$ cat src/rtl/tap_pkg.sv
`timescale 1ns/1ps
package tap_pkg;
  localparam int REG_W  = 8;
  localparam int ADDR_W = 3;

  localparam logic [ADDR_W-1:0] ADDR_CFG  = 3'd0;
  localparam logic [ADDR_W-1:0] ADDR_SRC  = 3'd1;
  localparam logic [ADDR_W-1:0] ADDR_THXY = 3'd2;
  localparam logic [ADDR_W-1:0] ADDR_THZ  = 3'd3;
  localparam logic [ADDR_W-1:0] ADDR_TLIM = 3'd4;
  localparam logic [ADDR_W-1:0] ADDR_LAT  = 3'd5;
  localparam logic [ADDR_W-1:0] ADDR_WIN  = 3'd6;

  localparam int CFG_LATCH_BIT = 6;

  typedef enum logic [2:0] {
    ST_IDLE,
    ST_HIGH1,
    ST_LAT,
    ST_WIN,
    ST_HIGH2
  } tap_st_e;
endpackage

$ cat src/rtl/tap_axis.sv
`timescale 1ns/1ps
module tap_axis
  import tap_pkg::*;
#(
  parameter int SMP_W      = 8,
  parameter int THR_W      = 4,
  parameter int TIME_W     = 8,
  parameter int STEP_SCALE = 16
) (
  input  logic              clk_i,
  input  logic              rst_ni,
  input  logic              smp_valid_i,
  input  logic [SMP_W-1:0]  smp_i,
  input  logic              tick_i,
  input  logic [THR_W-1:0]  thr_i,
  input  logic [TIME_W-1:0] tlim_i,
  input  logic [TIME_W-1:0] lat_i,
  input  logic [TIME_W-1:0] win_i,
  input  logic              dbl_en_i,
  output logic              single_o,
  output logic              double_o
);
  localparam int CMP_W = SMP_W + 1 + THR_W + $clog2(STEP_SCALE + 1);

  logic [SMP_W:0]   s_ext, mag;
  logic [CMP_W-1:0] thr_mag;
  logic             above, hit;
  tap_st_e          st_q;
  logic [TIME_W:0]  pcnt_q;
  logic [TIME_W-1:0] tcnt_q;
  logic             pulse_ok;

  assign s_ext    = {smp_i[SMP_W-1], smp_i};
  assign mag      = s_ext[SMP_W] ? (~s_ext + 1'b1) : s_ext;
  assign thr_mag  = CMP_W'(thr_i) * CMP_W'(STEP_SCALE);
  assign above    = CMP_W'(mag) > thr_mag;
  assign hit      = smp_valid_i && above;
  assign pulse_ok = pcnt_q <= {1'b0, tlim_i};

  always_ff @(posedge clk_i or negedge rst_ni) begin
    if (!rst_ni) begin
      st_q     <= ST_IDLE;
      pcnt_q   <= '0;
      tcnt_q   <= '0;
      single_o <= 1'b0;
      double_o <= 1'b0;
    end else begin
      single_o <= 1'b0;
      double_o <= 1'b0;
      case (st_q)
        ST_IDLE: if (hit) begin
          st_q   <= ST_HIGH1;
          pcnt_q <= TIME_W'(1);
        end
        ST_HIGH1: if (smp_valid_i) begin
          if (above) begin
            if (pcnt_q != '1) pcnt_q <= pcnt_q + 1'b1;
          end else if (!pulse_ok) begin
            st_q <= ST_IDLE;
          end else if (!dbl_en_i) begin
            single_o <= 1'b1;
            st_q     <= ST_IDLE;
          end else begin
            st_q   <= ST_LAT;
            tcnt_q <= '0;
          end
        end
        ST_LAT: begin
          if (tcnt_q == lat_i) begin
            st_q   <= ST_WIN;
            tcnt_q <= '0;
          end else if (tick_i) begin
            tcnt_q <= tcnt_q + 1'b1;
          end
        end
        ST_WIN: begin
          if (hit) begin
            st_q   <= ST_HIGH2;
            pcnt_q <= TIME_W'(1);
          end else if (tcnt_q == win_i) begin
            single_o <= 1'b1;
            st_q     <= ST_IDLE;
          end else if (tick_i) begin
            tcnt_q <= tcnt_q + 1'b1;
          end
        end
        ST_HIGH2: if (smp_valid_i) begin
          if (above) begin
            if (pcnt_q != '1) pcnt_q <= pcnt_q + 1'b1;
          end else begin
            // overlong second pulse keeps the first tap as a single
            double_o <= pulse_ok;
            single_o <= !pulse_ok;
            st_q     <= ST_IDLE;
          end
        end
        default: st_q <= ST_IDLE;
      endcase
    end
  end

  a_r6_one_kind: assert property (@(posedge clk_i) disable iff (!rst_ni)
    !(single_o && double_o));
  a_r5_latency_quiet: assert property (@(posedge clk_i) disable iff (!rst_ni)
    (st_q == ST_LAT) |=> (!single_o && !double_o));
  a_r6_double_from_second: assert property (@(posedge clk_i) disable iff (!rst_ni)
    $rose(double_o) |-> ($past(st_q) == ST_HIGH2));
endmodule

$ cat src/rtl/tap_regs.sv
`timescale 1ns/1ps
module tap_regs
  import tap_pkg::*;
#(
  parameter int THR_W  = 4,
  parameter int TIME_W = 8,
  parameter int N_AX   = 3
) (
  input  logic                         clk_i,
  input  logic                         rst_ni,
  input  logic                         we_i,
  input  logic                         re_i,
  input  logic [ADDR_W-1:0]            addr_i,
  input  logic [REG_W-1:0]             wdata_i,
  input  logic                         smp_valid_i,
  input  logic [N_AX-1:0]              single_i,
  input  logic [N_AX-1:0]              double_i,
  output logic [REG_W-1:0]             rdata_o,
  output logic                         irq_o,
  output logic [N_AX-1:0][THR_W-1:0]   thr_o,
  output logic [TIME_W-1:0]            tlim_o,
  output logic [TIME_W-1:0]            lat_o,
  output logic [TIME_W-1:0]            win_o,
  output logic [N_AX-1:0]              dbl_en_o
);
  localparam int NF = 2 * N_AX;

  logic [NF:0]        cfg_q;
  logic [NF-1:0]      flags_q, ev_raw, ev;
  logic [2*THR_W-1:0] thr_xy_q;
  logic [THR_W-1:0]   thr_z_q;
  logic               latch, rd_src, cfg_wr;

  for (genvar a = 0; a < N_AX; a++) begin : g_ev
    assign ev_raw[2*a]   = single_i[a];
    assign ev_raw[2*a+1] = double_i[a];
    assign dbl_en_o[a]   = cfg_q[2*a+1];
  end

  assign ev     = ev_raw & cfg_q[NF-1:0];
  assign latch  = cfg_q[CFG_LATCH_BIT];
  assign rd_src = re_i && (addr_i == ADDR_SRC);
  assign cfg_wr = we_i && (addr_i == ADDR_CFG);

  always_ff @(posedge clk_i or negedge rst_ni) begin
    if (!rst_ni) begin
      cfg_q    <= '0;
      thr_xy_q <= '0;
      thr_z_q  <= '0;
      tlim_o   <= '0;
      lat_o    <= '0;
      win_o    <= '0;
    end else if (we_i) begin
      case (addr_i)
        ADDR_CFG:  cfg_q    <= wdata_i[NF:0];
        ADDR_THXY: thr_xy_q <= wdata_i[2*THR_W-1:0];
        ADDR_THZ:  thr_z_q  <= wdata_i[THR_W-1:0];
        ADDR_TLIM: tlim_o   <= wdata_i[TIME_W-1:0];
        ADDR_LAT:  lat_o    <= wdata_i[TIME_W-1:0];
        ADDR_WIN:  win_o    <= wdata_i[TIME_W-1:0];
        default: ;
      endcase
    end
  end

  always_ff @(posedge clk_i or negedge rst_ni) begin
    if (!rst_ni) begin
      flags_q <= '0;
    end else if (latch) begin
      flags_q <= (rd_src ? '0 : flags_q) | ev;
    end else if (|ev) begin
      flags_q <= ev;
    end else if (smp_valid_i) begin
      flags_q <= '0;
    end
  end

  assign thr_o[0] = thr_xy_q[THR_W-1:0];
  assign thr_o[1] = thr_xy_q[2*THR_W-1:THR_W];
  assign thr_o[2] = thr_z_q;
  assign irq_o    = |flags_q;

  always_comb begin
    rdata_o = '0;
    case (addr_i)
      ADDR_CFG:  rdata_o = REG_W'(cfg_q);
      ADDR_SRC:  rdata_o = REG_W'({irq_o, flags_q});
      ADDR_THXY: rdata_o = REG_W'(thr_xy_q);
      ADDR_THZ:  rdata_o = REG_W'(thr_z_q);
      ADDR_TLIM: rdata_o = REG_W'(tlim_o);
      ADDR_LAT:  rdata_o = REG_W'(lat_o);
      ADDR_WIN:  rdata_o = REG_W'(win_o);
      default:   rdata_o = '0;
    endcase
  end

  a_r10_read_clears: assert property (@(posedge clk_i) disable iff (!rst_ni)
    (latch && rd_src && !cfg_wr && (ev_raw == '0)) |=> (flags_q == '0));
  a_r10_hold: assert property (@(posedge clk_i) disable iff (!rst_ni)
    (latch && !rd_src && !cfg_wr) |=> ((flags_q & $past(flags_q)) == $past(flags_q)));
  a_r11_drop_on_sample: assert property (@(posedge clk_i) disable iff (!rst_ni)
    (!latch && smp_valid_i && !cfg_wr && (ev_raw == '0)) |=> (flags_q == '0));
endmodule

$ cat src/rtl/tap_detector.sv
`timescale 1ns/1ps
module tap_detector
  import tap_pkg::*;
#(
  parameter int SMP_W      = 8,
  parameter int THR_W      = 4,
  parameter int TIME_W     = 8,
  parameter int STEP_SCALE = 16
) (
  input  logic              clk_i,
  input  logic              rst_ni,
  input  logic              smp_valid_i,
  input  logic [SMP_W-1:0]  smp_x_i,
  input  logic [SMP_W-1:0]  smp_y_i,
  input  logic [SMP_W-1:0]  smp_z_i,
  input  logic              tick_i,
  input  logic              reg_we_i,
  input  logic              reg_re_i,
  input  logic [ADDR_W-1:0] reg_addr_i,
  input  logic [REG_W-1:0]  reg_wdata_i,
  output logic [REG_W-1:0]  reg_rdata_o,
  output logic              irq_o
);
  localparam int N_AX = 3;

  logic [N_AX-1:0][SMP_W-1:0] smp;
  logic [N_AX-1:0][THR_W-1:0] thr;
  logic [TIME_W-1:0]          tlim, lat, win;
  logic [N_AX-1:0]            dbl_en, single_ev, double_ev;

  assign smp = {smp_z_i, smp_y_i, smp_x_i};

  for (genvar a = 0; a < N_AX; a++) begin : g_axis
    tap_axis #(
      .SMP_W(SMP_W), .THR_W(THR_W), .TIME_W(TIME_W), .STEP_SCALE(STEP_SCALE)
    ) u_axis (
      .clk_i      (clk_i),
      .rst_ni     (rst_ni),
      .smp_valid_i(smp_valid_i),
      .smp_i      (smp[a]),
      .tick_i     (tick_i),
      .thr_i      (thr[a]),
      .tlim_i     (tlim),
      .lat_i      (lat),
      .win_i      (win),
      .dbl_en_i   (dbl_en[a]),
      .single_o   (single_ev[a]),
      .double_o   (double_ev[a])
    );
  end

  tap_regs #(.THR_W(THR_W), .TIME_W(TIME_W), .N_AX(N_AX)) u_regs (
    .clk_i      (clk_i),
    .rst_ni     (rst_ni),
    .we_i       (reg_we_i),
    .re_i       (reg_re_i),
    .addr_i     (reg_addr_i),
    .wdata_i    (reg_wdata_i),
    .smp_valid_i(smp_valid_i),
    .single_i   (single_ev),
    .double_i   (double_ev),
    .rdata_o    (reg_rdata_o),
    .irq_o      (irq_o),
    .thr_o      (thr),
    .tlim_o     (tlim),
    .lat_o      (lat),
    .win_o      (win),
    .dbl_en_o   (dbl_en)
  );
endmodule

$ cat config.mk
export PLATFORM = sky130hd
export DESIGN_NAME = tap_detector
export DESIGN_NICKNAME = d
export VERILOG_FILES = /design/src/rtl/tap_pkg.sv /design/src/rtl/tap_axis.sv /design/src/rtl/tap_regs.sv /design/src/rtl/tap_detector.sv
export SDC_FILE = /design/constraint.sdc
export NUM_CORES = 1
export LEC_CHECK = 0
export ABC_CLOCK_PERIOD_IN_PS = 3900
export BUFFER_PORTS_ARGS = -buffer_cell sky130_fd_sc_hd__buf_2
export CORE_ASPECT_RATIO = 1.1
export CORE_MARGIN = 3
export CORE_UTILIZATION = 40
export CTS_CLUSTER_SIZE = 10
export DETAILED_ROUTE_END_ITERATION = 6
export PLACE_DENSITY = 0.61
export SYNTH_ARGS = -nofsm -noshare
export SYNTH_HDL_FRONTEND = slang
export SYNTH_SLANG_ARGS = --single-unit
$ cat constraint.sdc
create_clock -name clk_i -period 3.9 [get_ports clk_i]
set_input_delay 0.39 -clock clk_i [delete_from_list [all_inputs] [get_ports clk_i]]
set_output_delay 0.39 -clock clk_i [all_outputs]
set_load 0.02 [all_outputs]
==> results.json, run 1 <==
{
  "status": "finished clean",
  "insertion_delay_ns": 0.41,
  "wl_met3_um": 1140,
  "vdd_ir_drop_max_mv": 0.281,
  "maxSlewViolCount": 0,
  "yosys.area.top_type": "dfrtp_1",
  "final-seq-area_mm2": 0.00288,
  "ys_seq_area_frac": 0.366,
  "period_minus_slack_ns": 2.85,
  "syn-cell-area_mm2": 0.00786,
  "cts_resized": 0,
  "nets": 1008,
  "area_delta_synth_final_pct": 12.6,
  "design.die.area_mm2": 0.0214,
  "fmaxAchievable_ghz": 0.351,
  "p_leak_nw": 4.00,
  "grt_pass1_vias": 6327,
  "cts_setup_buffers": 0,
  "final_cell_mix": "115 x dfrtp_1, 100 x nand2_1, 88 x o21ai_0, 54 x nor2_1",
  "ys.flop_type": "dfrtp_1",
  "syn_inst": 885,
  "root_buffer": "clkbuf_16",
  "comb_power_share": 0.292,
  "tns_ns": 0,
  "die_x_um": 140,
  "htree_levels": 4,
  "fin_ws_ns": 1.05,
  "hp-class": "input pin to async pin",
  "pre_cts_ws_ns": 0.671,
  "grt_start_max_net_pins": 60,
  "tightest_slew_ns": 1.05,
  "cp_max_fo": 10,
  "synth_edf_count": 0,
  "ioPinCount": 50,
  "r2r_cells": 6,
  "timing.rr.end": "g_axis[1].u_axis.tcnt_q[1]",
  "hpwl_um": 16000,
  "antenna_found_initial": 0,
  "route.detailed.drc": 0,
  "track_usage": 0.206,
  "synth_area_leaders": "dfrtp_1 37%, ha_1 7.6%, o21ai_0 5.6%, xor2_1 5.1%, nand2_1 4.8%",
  "maxCapViolCount": 0,
  "cts_sinks": 115,
  "critPathCaptureType": "register",
  "slew_headroom": 0.297,
  "die_height_um": 153,
  "synth_cell_type_count": 73,
  "routed_via_density": 5.69,
  "cp-start-kind": "input pin",
  "cts_hold_buf": 0,
  "power.switching_mw": 1.68,
  "fillers": 1811,
  "rsz0062_at_grt": "no",
  "p_sw_frac": 0.368,
  "worst_ep_required_time_ns": 4.19,
  "syn_nets": 974,
  "start_util": 0.410,
  "sequentialPowerShare": 0.391,
  "drtIter0Drc": 494,
  "wl_met2_um": 9860,
  "power_frac_clock": 0.317,
  "num_rows": 53,
  "finClkSkew_ns": 0.00655,
  "syn_area_per_cell_um2": 8.88,
  "core_mm2": 0.0192,
  "async_flop_share": 1.00,
  "routed_wl_um": 21700,
  "ys_ff_latch": 115,
  "dr.pass1.iters": 5,
  "wl_met1_um": 10000,
  "hold_viol": 0,
  "port_buffers": 49,
  "multi_input_area_mm2": 0.00466,
  "layout_commonest_cell": "dfrtp_1",
  "numCtsBuffers": 17,
  "clockBufferDepth": 2,
  "r2r_start": "u_regs.win_o[4]",
  "highest_layer": "met4",
  "place_congestion": 0.930,
  "synth_top_area_frac": 0.366,
  "grt_pass1_wl_um": 34900,
  "worst-endpoint-arrival_ns": 3.14,
  "reg2reg_slack_ns": 1.09,
  "wl_per_cell_um": 18.4,
  "cts_tree": "built",
  "yosys_warnings": 0,
  "power_density_mw_per_mm2": 515,
  "intPower_mw": 2.88,
  "clk_pin_slew_ns": 0.05,
  "vias": 6705,
  "grt_overflow_total": 0,
  "finalSetupViolCount": 0,
  "crit_type": "input pin to register",
  "ant_nets": 0,
  "fin_crit_sh": 0.731,
  "drive_gt1_frac": 0.135
}
## power by group through the flow
stage                     sequential (mW)  combinational (mW)  clock (mW)
after CTS                            1.78                1.33        1.47
after global placement               1.79                1.30           0
after global routing                 1.82                1.51        1.52
final                                1.78                1.33        1.44
after floorplan                      1.58                1.10           0
after detailed placement             1.79                1.32           0
## layout make-up
class | count | share of cell area
antenna | 2 | 0.000566
clock buffer | 25 | 0.0549
timing repair buffer | 51 | 0.0311
sequential | 115 | 0.326
tap | 247 | 0.0350
clock inverter | 5 | 0.00594
inverter | 46 | 0.0195
multi-input combinational | 688 | 0.527
## flip-flops by register name, summed over array words and instances (netlist names), 7 cells and up
name	count
g_axis.u_axis.pcnt_q	27
u_regs.thr_xy_q	8
u_regs.win_o	8
g_axis.u_axis.st_q	9
g_axis.u_axis.tcnt_q	24
u_regs.lat_o	8
u_regs.tlim_o	8
u_regs.cfg_q	7
## synth_stat cells, types with 3 or more instances
library cell  number
a21o_1             8
o2bb2ai_1          7
o32ai_1            3
buf_2              5
o21ai_0           88
inv_1             45
xor2_1            46
o22ai_1            3
mux2_2            33
and3_1            16
a31oi_1            4
a21boi_0           4
nand2_1          100
xnor2_1           19
or3_1              7
clkbuf_1          30
mux2i_1            8
dfrtp_1          115
nand3b_1           5
nand3_1           27
nor4b_1            4
a21oi_1           39
nor2_1            54
a32o_1             3
a221oi_1           7
o41ai_1            3
a211oi_1           3
a22o_1             7
and2_1             3
nor3_1            17
nor2b_1           15
or2_2              4
nand2b_1          19
nor3b_1            4
o31ai_1           12
ha_1              48
nand4_1           12
nor4_1            13
a22oi_1            4
## per-layer routing
| metal | vias to the layer above | GRT usage |
|---|---|---|
| met1 | 3193 | 0.291 |
| met5 | - | 0 |
| met2 | 201 | 0.318 |
| li1 | 3265 | - |
| met4 | 0 | 0.0748 |
| met3 | 46 | 0.0360 |
## how the worst max path moves through the flow
stage	from	to	slack, ns	cells past startpoint
2_1_floorplan	smp_y_i[4]	g_axis[1].u_axis.pcnt_q[7]	1.20	11
3_3_place_gp	smp_x_i[2]	g_axis[0].u_axis.tcnt_q[2]	0.63	10
3_5_place_dp	smp_x_i[2]	g_axis[0].u_axis.tcnt_q[2]	0.67	12
4_1_cts	u_regs.tlim_o[6]	g_axis[0].u_axis.tcnt_q[2]	1.07	8
5_1_grt	u_regs.tlim_o[6]	g_axis[0].u_axis.tcnt_q[2]	0.86	8
6_report	smp_x_i[2]	g_axis[0].u_axis.tcnt_q[2]	1.05	10
## cells by family after synthesis
| family | count (synthesis) | synth area share |
|---|---|---|
| adders and majority gates | 48 | 0.0765 |
| DFF | 115 | 0.366 |
| xor gates and xnor gates | 65 | 0.0725 |
| buffers and inverters | 82 | 0.0400 |
| muxes | 42 | 0.0589 |
| and+or+nand+nor | 310 | 0.200 |
| AOI/OAI and AO/OA | 223 | 0.186 |
## per-stage QoR
step                      utilization  instance area, um2  hold WS (ns)  instances  total power, mW
after floorplan                     -                7860        0.0944        885             2.68
after global placement          0.433                8300         0.498       1147             3.10
after detailed placement        0.433                8300         0.501       1147             3.11
after CTS                       0.461                8840         0.104       1177             4.58
after global routing            0.461                8840         0.132       1177             4.85
final                           0.461                8840        0.0697       1179             4.55
## critical path, stage by stage
cell	delay (ns)
buf_2	0.12
nor3_1	0.28
nand3_1	0.14
nor4b_1	0.34
ha_1	0.21
nor3b_1	0.18
nand4_1	0.21
a311oi_1	0.51
o211ai_2	0.31
o41ai_1	0.43
No activity file was read; power rests on OpenSTA's default activity.
==> run 2: changes to the inputs <==
- ABC_CLOCK_PERIOD_IN_PS: 3900 -> 2400
- PLACE_DENSITY: 0.61 -> 0.64
- clock period: 3.9 -> 2.4 ns (I/O delays scaled with it)
==> run 2 against run 1 <==
- the run now ends with setup timing left
- core utilization is 7.2 points higher
- critical endpoint is now g_axis[1].u_axis.pcnt_q[3]
- critical path depth stayed put
- highest routed layer unchanged
- first-iteration DRC count is 14% higher
==> results.json, run 2 (synthesized netlist as in run 1, its figures left out) <==
{
  "cts_sinks": 115,
  "power_density_mw_per_mm2": 816,
  "routed_wl_um": 22600,
  "numCtsBuffers": 17,
  "whs_ns": 0.0801,
  "fin_ws_ns": -0.0411,
  "reg.largest.list": "g_axis.u_axis.pcnt_q x27, g_axis.u_axis.tcnt_q x24, g_axis.u_axis.st_q x9",
  "start_util": 0.410,
  "cts_tree": "built",
  "grt_start_max_net_pins": 70,
  "worst_ep_required_time_ns": 2.75,
  "grt_pass1_wl_um": 35900,
  "antenna_found_initial": 0,
  "fillers": 1692,
  "port_buffers": 49,
  "route.detailed.drc": 0,
  "drtIter0Drc": 565,
  "finClkSkew_ns": 0.0118,
  "p_leak_nw": 4.65,
  "die_height_um": 153,
  "cp-start-kind": "register",
  "area_delta_synth_final_pct": 30.2,
  "tns_ns": -0.0411,
  "nets": 1123,
  "layout_commonest_cell": "dfrtp_1",
  "dr.pass1.iters": 5,
  "ioPinCount": 50,
  "drive_gt1_frac": 0.292,
  "wl_per_cell_um": 17.5,
  "htree_levels": 4,
  "worst-endpoint-arrival_ns": 2.79,
  "hp-class": "input pin to register",
  "slew_headroom": 0.331,
  "hpwl_um": 16600,
  "status": "complete, but fails checks",
  "track_usage": 0.208,
  "clk_pin_slew_ns": 0.06,
  "grt_pass1_vias": 6941,
  "tightest_slew_ns": 1.00,
  "final_cell_mix": "115 x dfrtp_1, 109 x buf_4, 98 x nand2_1, 54 x nor2_1, 48 x buf_2",
  "critPathCaptureType": "register",
  "num_rows": 53,
  "maxSlewViolCount": 0,
  "maxCapViolCount": 0,
  "grt_overflow_total": 0,
  "cp_max_fo": 7,
  "fin_crit_sh": 1.02,
  "core_mm2": 0.0192,
  "largest_reg_flops": 27,
  "violations": "setup timing",
  "ant_nets": 0,
  "vias": 7177,
  "vdd_ir_drop_max_mv": 0.542,
  "hold_viol": 0,
  "clockBufferDepth": 2,
  "post-route-util": 0.534,
  "insertion_delay_ns": 0.42,
  "design.die.area_mm2": 0.0214,
  "regMostFlops": "g_axis.u_axis.pcnt_q",
  "root_buffer": "clkbuf_16",
  "finalSetupViolCount": 1,
  "die_x_um": 140,
  "place_congestion": 0.876,
  "period_minus_slack_ns": 2.44,
  "crit_type": "register to register",
  "diodes": 0,
  "fmaxAchievable_ghz": 0.410,
  "rsz0062_at_grt": "yes",
  "routed_via_density": 5.55
}
-- run 2: path summary, 6_finish.rpt --
kind                                       startpoint                    endpoint  slack, ns  cells after the start
min                                    reg_wdata_i[7]          u_regs.thr_xy_q[7]       0.08                      3
min reg2reg                 g_axis[1].u_axis.single_o           u_regs.flags_q[2]       0.52                      1
max                        g_axis[1].u_axis.pcnt_q[0]  g_axis[1].u_axis.pcnt_q[3]      -0.04                     10
min in group asynchronous                      rst_ni  g_axis[2].u_axis.tcnt_q[4]       0.16                      2
max in group asynchronous                      rst_ni           u_regs.flags_q[3]       1.48                      3
max reg2reg                g_axis[1].u_axis.pcnt_q[0]  g_axis[1].u_axis.pcnt_q[3]      -0.04                     10
-- run 2: area by class of cell --
cell class,instances,area (um2),area share
clock buffer,20,447,0.0437
clock inverter,11,136,0.0133
inverter,46,175,0.0171
multi-input combinational,690,5110,0.500
sequential,115,2880,0.281
tap,247,309,0.0302
timing repair buffer,164,1170,0.114
-- run 2: power breakdown --
group          total (mW)  internal (mW)  switching, mW
registers            2.83           2.28          0.556
logic                2.96           1.37           1.59
clock network        2.55           1.64          0.905
total                8.34           5.29           3.05
-- run 2: metal layers --
layer  track usage  up-vias  wire (um)
li1              -     3499          -
met1         0.277     3433       9840
met2         0.344      201      11200
met3        0.0369       44       1110
met4        0.0697        0        515
met5             0        -          0
-- run 2: repair_timing --
item / in CTS / in global routing
hold buffers: 1 / 0
endpoints found under the setup margin: 35 / 47
endpoints found under the hold margin: 72 / 0
gates resized for setup: 19 / 86
pin swaps: 14 / 20
gates cloned: 1 / 2
setup buffers: 4 / 8
-- run 2: per-stage QoR --
| step | area (um2) | instances | power (mW) | setup slack, ns |
|---|---|---|---|---|
| after floorplan | 7930 | 885 | 4.37 | -0.0722 |
| after global placement | 9120 | 1246 | 5.37 | -0.352 |
| after detailed placement | 9120 | 1246 | 5.43 | -0.437 |
| after CTS | 9820 | 1283 | 8.07 | -0.0510 |
| after global routing | 10200 | 1293 | 8.84 | -0.136 |
| final | 10200 | 1293 | 8.34 | -0.0411 |
-- run 2: worst max-delay path, stage by stage, from the launching register on --
cell and delay, ns:
dfrtp_1 0.38, ha_2 0.19, and3_4 0.18, and3_4 0.17, and3_4 0.15, ha_4 0.15, o21ai_2 0.04, nand3_1 0.08
or4_4 0.49, or3_4 0.40, a21oi_2 0.14
==> run 3: changes to the inputs <==
- CTS_BUF_LIST: not set -> sky130_fd_sc_hd__clkbuf_16
- SLEW_MARGIN: not set -> 10
==> run 3 against run 2 <==
- the run still ends with setup timing left
- via count rose by 0.29%
- flip-flop and latch count is the same
- sequential power is essentially flat
- power shrank 0.41%
- critical endpoint unchanged
==> results.json, run 3 (synthesized netlist as in run 1, its figures left out) <==
{
  "htree_levels": 4,
  "die_x_um": 140,
  "nets": 1123,
  "crit_type": "register to register",
  "largest_reg_flops": 27,
  "hold_viol": 0,
  "grt_overflow_total": 0,
  "maxSlewViolCount": 0,
  "root_buffer": "clkbuf_16",
  "slew_headroom": 0.326,
  "insertion_delay_ns": 0.42,
  "regMostFlops": "g_axis.u_axis.pcnt_q",
  "finalInstanceArea_mm2": 0.0102,
  "ioPinCount": 50,
  "design.die.area_mm2": 0.0214,
  "core_mm2": 0.0192,
  "final_cell_mix": "115 x dfrtp_1, 109 x buf_4, 98 x nand2_1, 54 x nor2_1, 48 x buf_2",
  "route.detailed.drc": 0,
  "grt_pass1_wl_um": 36000,
  "maxCapViolCount": 0,
  "power_density_mw_per_mm2": 813,
  "p_leak_nw": 4.66,
  "placed_cell_area_mm2": 0.00912,
  "port_buffers": 49,
  "multi_input_area_mm2": 0.00511,
  "drive_gt1_frac": 0.291,
  "final-seq-area_mm2": 0.00288,
  "violations": "setup timing",
  "layout.cells.non_filler": 1293,
  "hp-class": "input pin to register",
  "vdd_ir_drop_max_mv": 0.537,
  "hpwl_um": 16600,
  "ant_nets": 0,
  "dr.pass1.iters": 5,
  "reg.largest.list": "g_axis.u_axis.pcnt_q x27, g_axis.u_axis.tcnt_q x24, g_axis.u_axis.st_q x9",
  "wl_per_cell_um": 17.6,
  "place_inst": 1246,
  "tns_ns": -0.0420,
  "hold_depth": 3,
  "vias": 7198,
  "drtIter0Drc": 630,
  "fin_crit_sh": 1.02,
  "period_minus_slack_ns": 2.44,
  "tightest_slew_ns": 1.01,
  "diodes": 0,
  "routed_via_density": 5.57,
  "die_height_um": 153,
  "fin_ws_ns": -0.0420,
  "status": "complete, but fails checks",
  "cp-start-kind": "register",
  "antenna_found_initial": 0,
  "worst_ep_required_time_ns": 2.74,
  "cts_tree": "built",
  "layout_commonest_cell": "dfrtp_1",
  "grt_start_max_net_pins": 70,
  "finClkSkew_ns": 0.0113,
  "grt_pass1_vias": 6944,
  "clockBufferDepth": 2,
  "numCtsBuffers": 17,
  "pre_cts_ws_ns": -0.437,
  "cp_max_fo": 7,
  "finalSetupViolCount": 1,
  "worst-endpoint-arrival_ns": 2.79,
  "clk_pin_slew_ns": 0.06,
  "fillers": 1690,
  "rsz0062_at_grt": "yes",
  "power_mw": 8.31,
  "cts_sinks": 115,
  "start_util": 0.410,
  "routed_wl_um": 22700,
  "area_delta_synth_final_pct": 30.1,
  "fmaxAchievable_ghz": 0.409,
  "critPathCaptureType": "register",
  "r2r_cells": 10,
  "track_usage": 0.208,
  "place_congestion": 0.876,
  "num_rows": 53
}
## run 3: cell types whose count changed in the layout (fill, tap and decap cells not counted)
cell,change
clkbuf_1,-2
clkbuf_8,-1
clkinv_1,+1
inv_1,+2
## run 3: report_power, final
group | switching, mW | leakage, nW | internal [mW]
Clock | 0.900 | 0.292 | 1.60
Combinational | 1.60 | 2.88 | 1.37
Sequential | 0.560 | 1.49 | 2.28
## run 3: repair_timing
action / in CTS / in global routing
endpoints found under the hold margin: 72 / 0
setup endpoints to repair: 35 / 47
hold buffers: 1 / 0
setup buffers: 4 / 8
pin swaps: 14 / 20
resized for setup: 19 / 86
gates cloned: 1 / 2
## run 3: metal layers
layer,vias up,share of wire,global-route usage
li1,3497,-,-
met2,186,0.49,0.345
met1,3472,0.44,0.276
met4,0,0.023,0.0692
met3,43,0.044,0.0379
met5,-,0,0
## run 3: area by class of cell
class,count,share of cell area
Clock buffer,17,0.0416
Clock inverter,14,0.0145
Inverter,46,0.0171
Multi-Input combinational cell,690,0.501
Sequential cell,115,0.282
Tap cell,247,0.0303
Timing Repair Buffer,164,0.114
## run 3: through the flow
| step | hold WS (ns) | util |
|---|---|---|
| global placement | 0.0539 | 0.476 |
| detailed placement | 0.0529 | 0.476 |
| finish | 0.0831 | 0.533 |
| global route | 0.0984 | 0.533 |
| floorplan | -0.0556 | - |
| CTS | 0.0761 | 0.512 |
## run 3: path summary, 6_finish.rpt
check / start / slack [ns] / to
min: reg_wdata_i[7] / 0.08 / u_regs.thr_xy_q[7]
max: g_axis[1].u_axis.pcnt_q[0] / -0.04 / g_axis[1].u_axis.pcnt_q[3]
max reg2reg: g_axis[1].u_axis.pcnt_q[0] / -0.04 / g_axis[1].u_axis.pcnt_q[3]
min in group asynchronous: rst_ni / 0.17 / g_axis[2].u_axis.tcnt_q[4]
max in group asynchronous: rst_ni / 1.48 / u_regs.flags_q[3]
min reg2reg: g_axis[1].u_axis.pcnt_q[4] / 0.53 / g_axis[1].u_axis.pcnt_q[4]
## run 3: critical path: stages, from the launching register on
cell     delay [ns]
dfrtp_1        0.38
ha_2           0.19
and3_4         0.18
and3_4         0.17
and3_4         0.15
ha_4           0.15
o21ai_2        0.04
nand3_1        0.08
or4_4          0.49
or3_4          0.40
a21oi_2        0.14
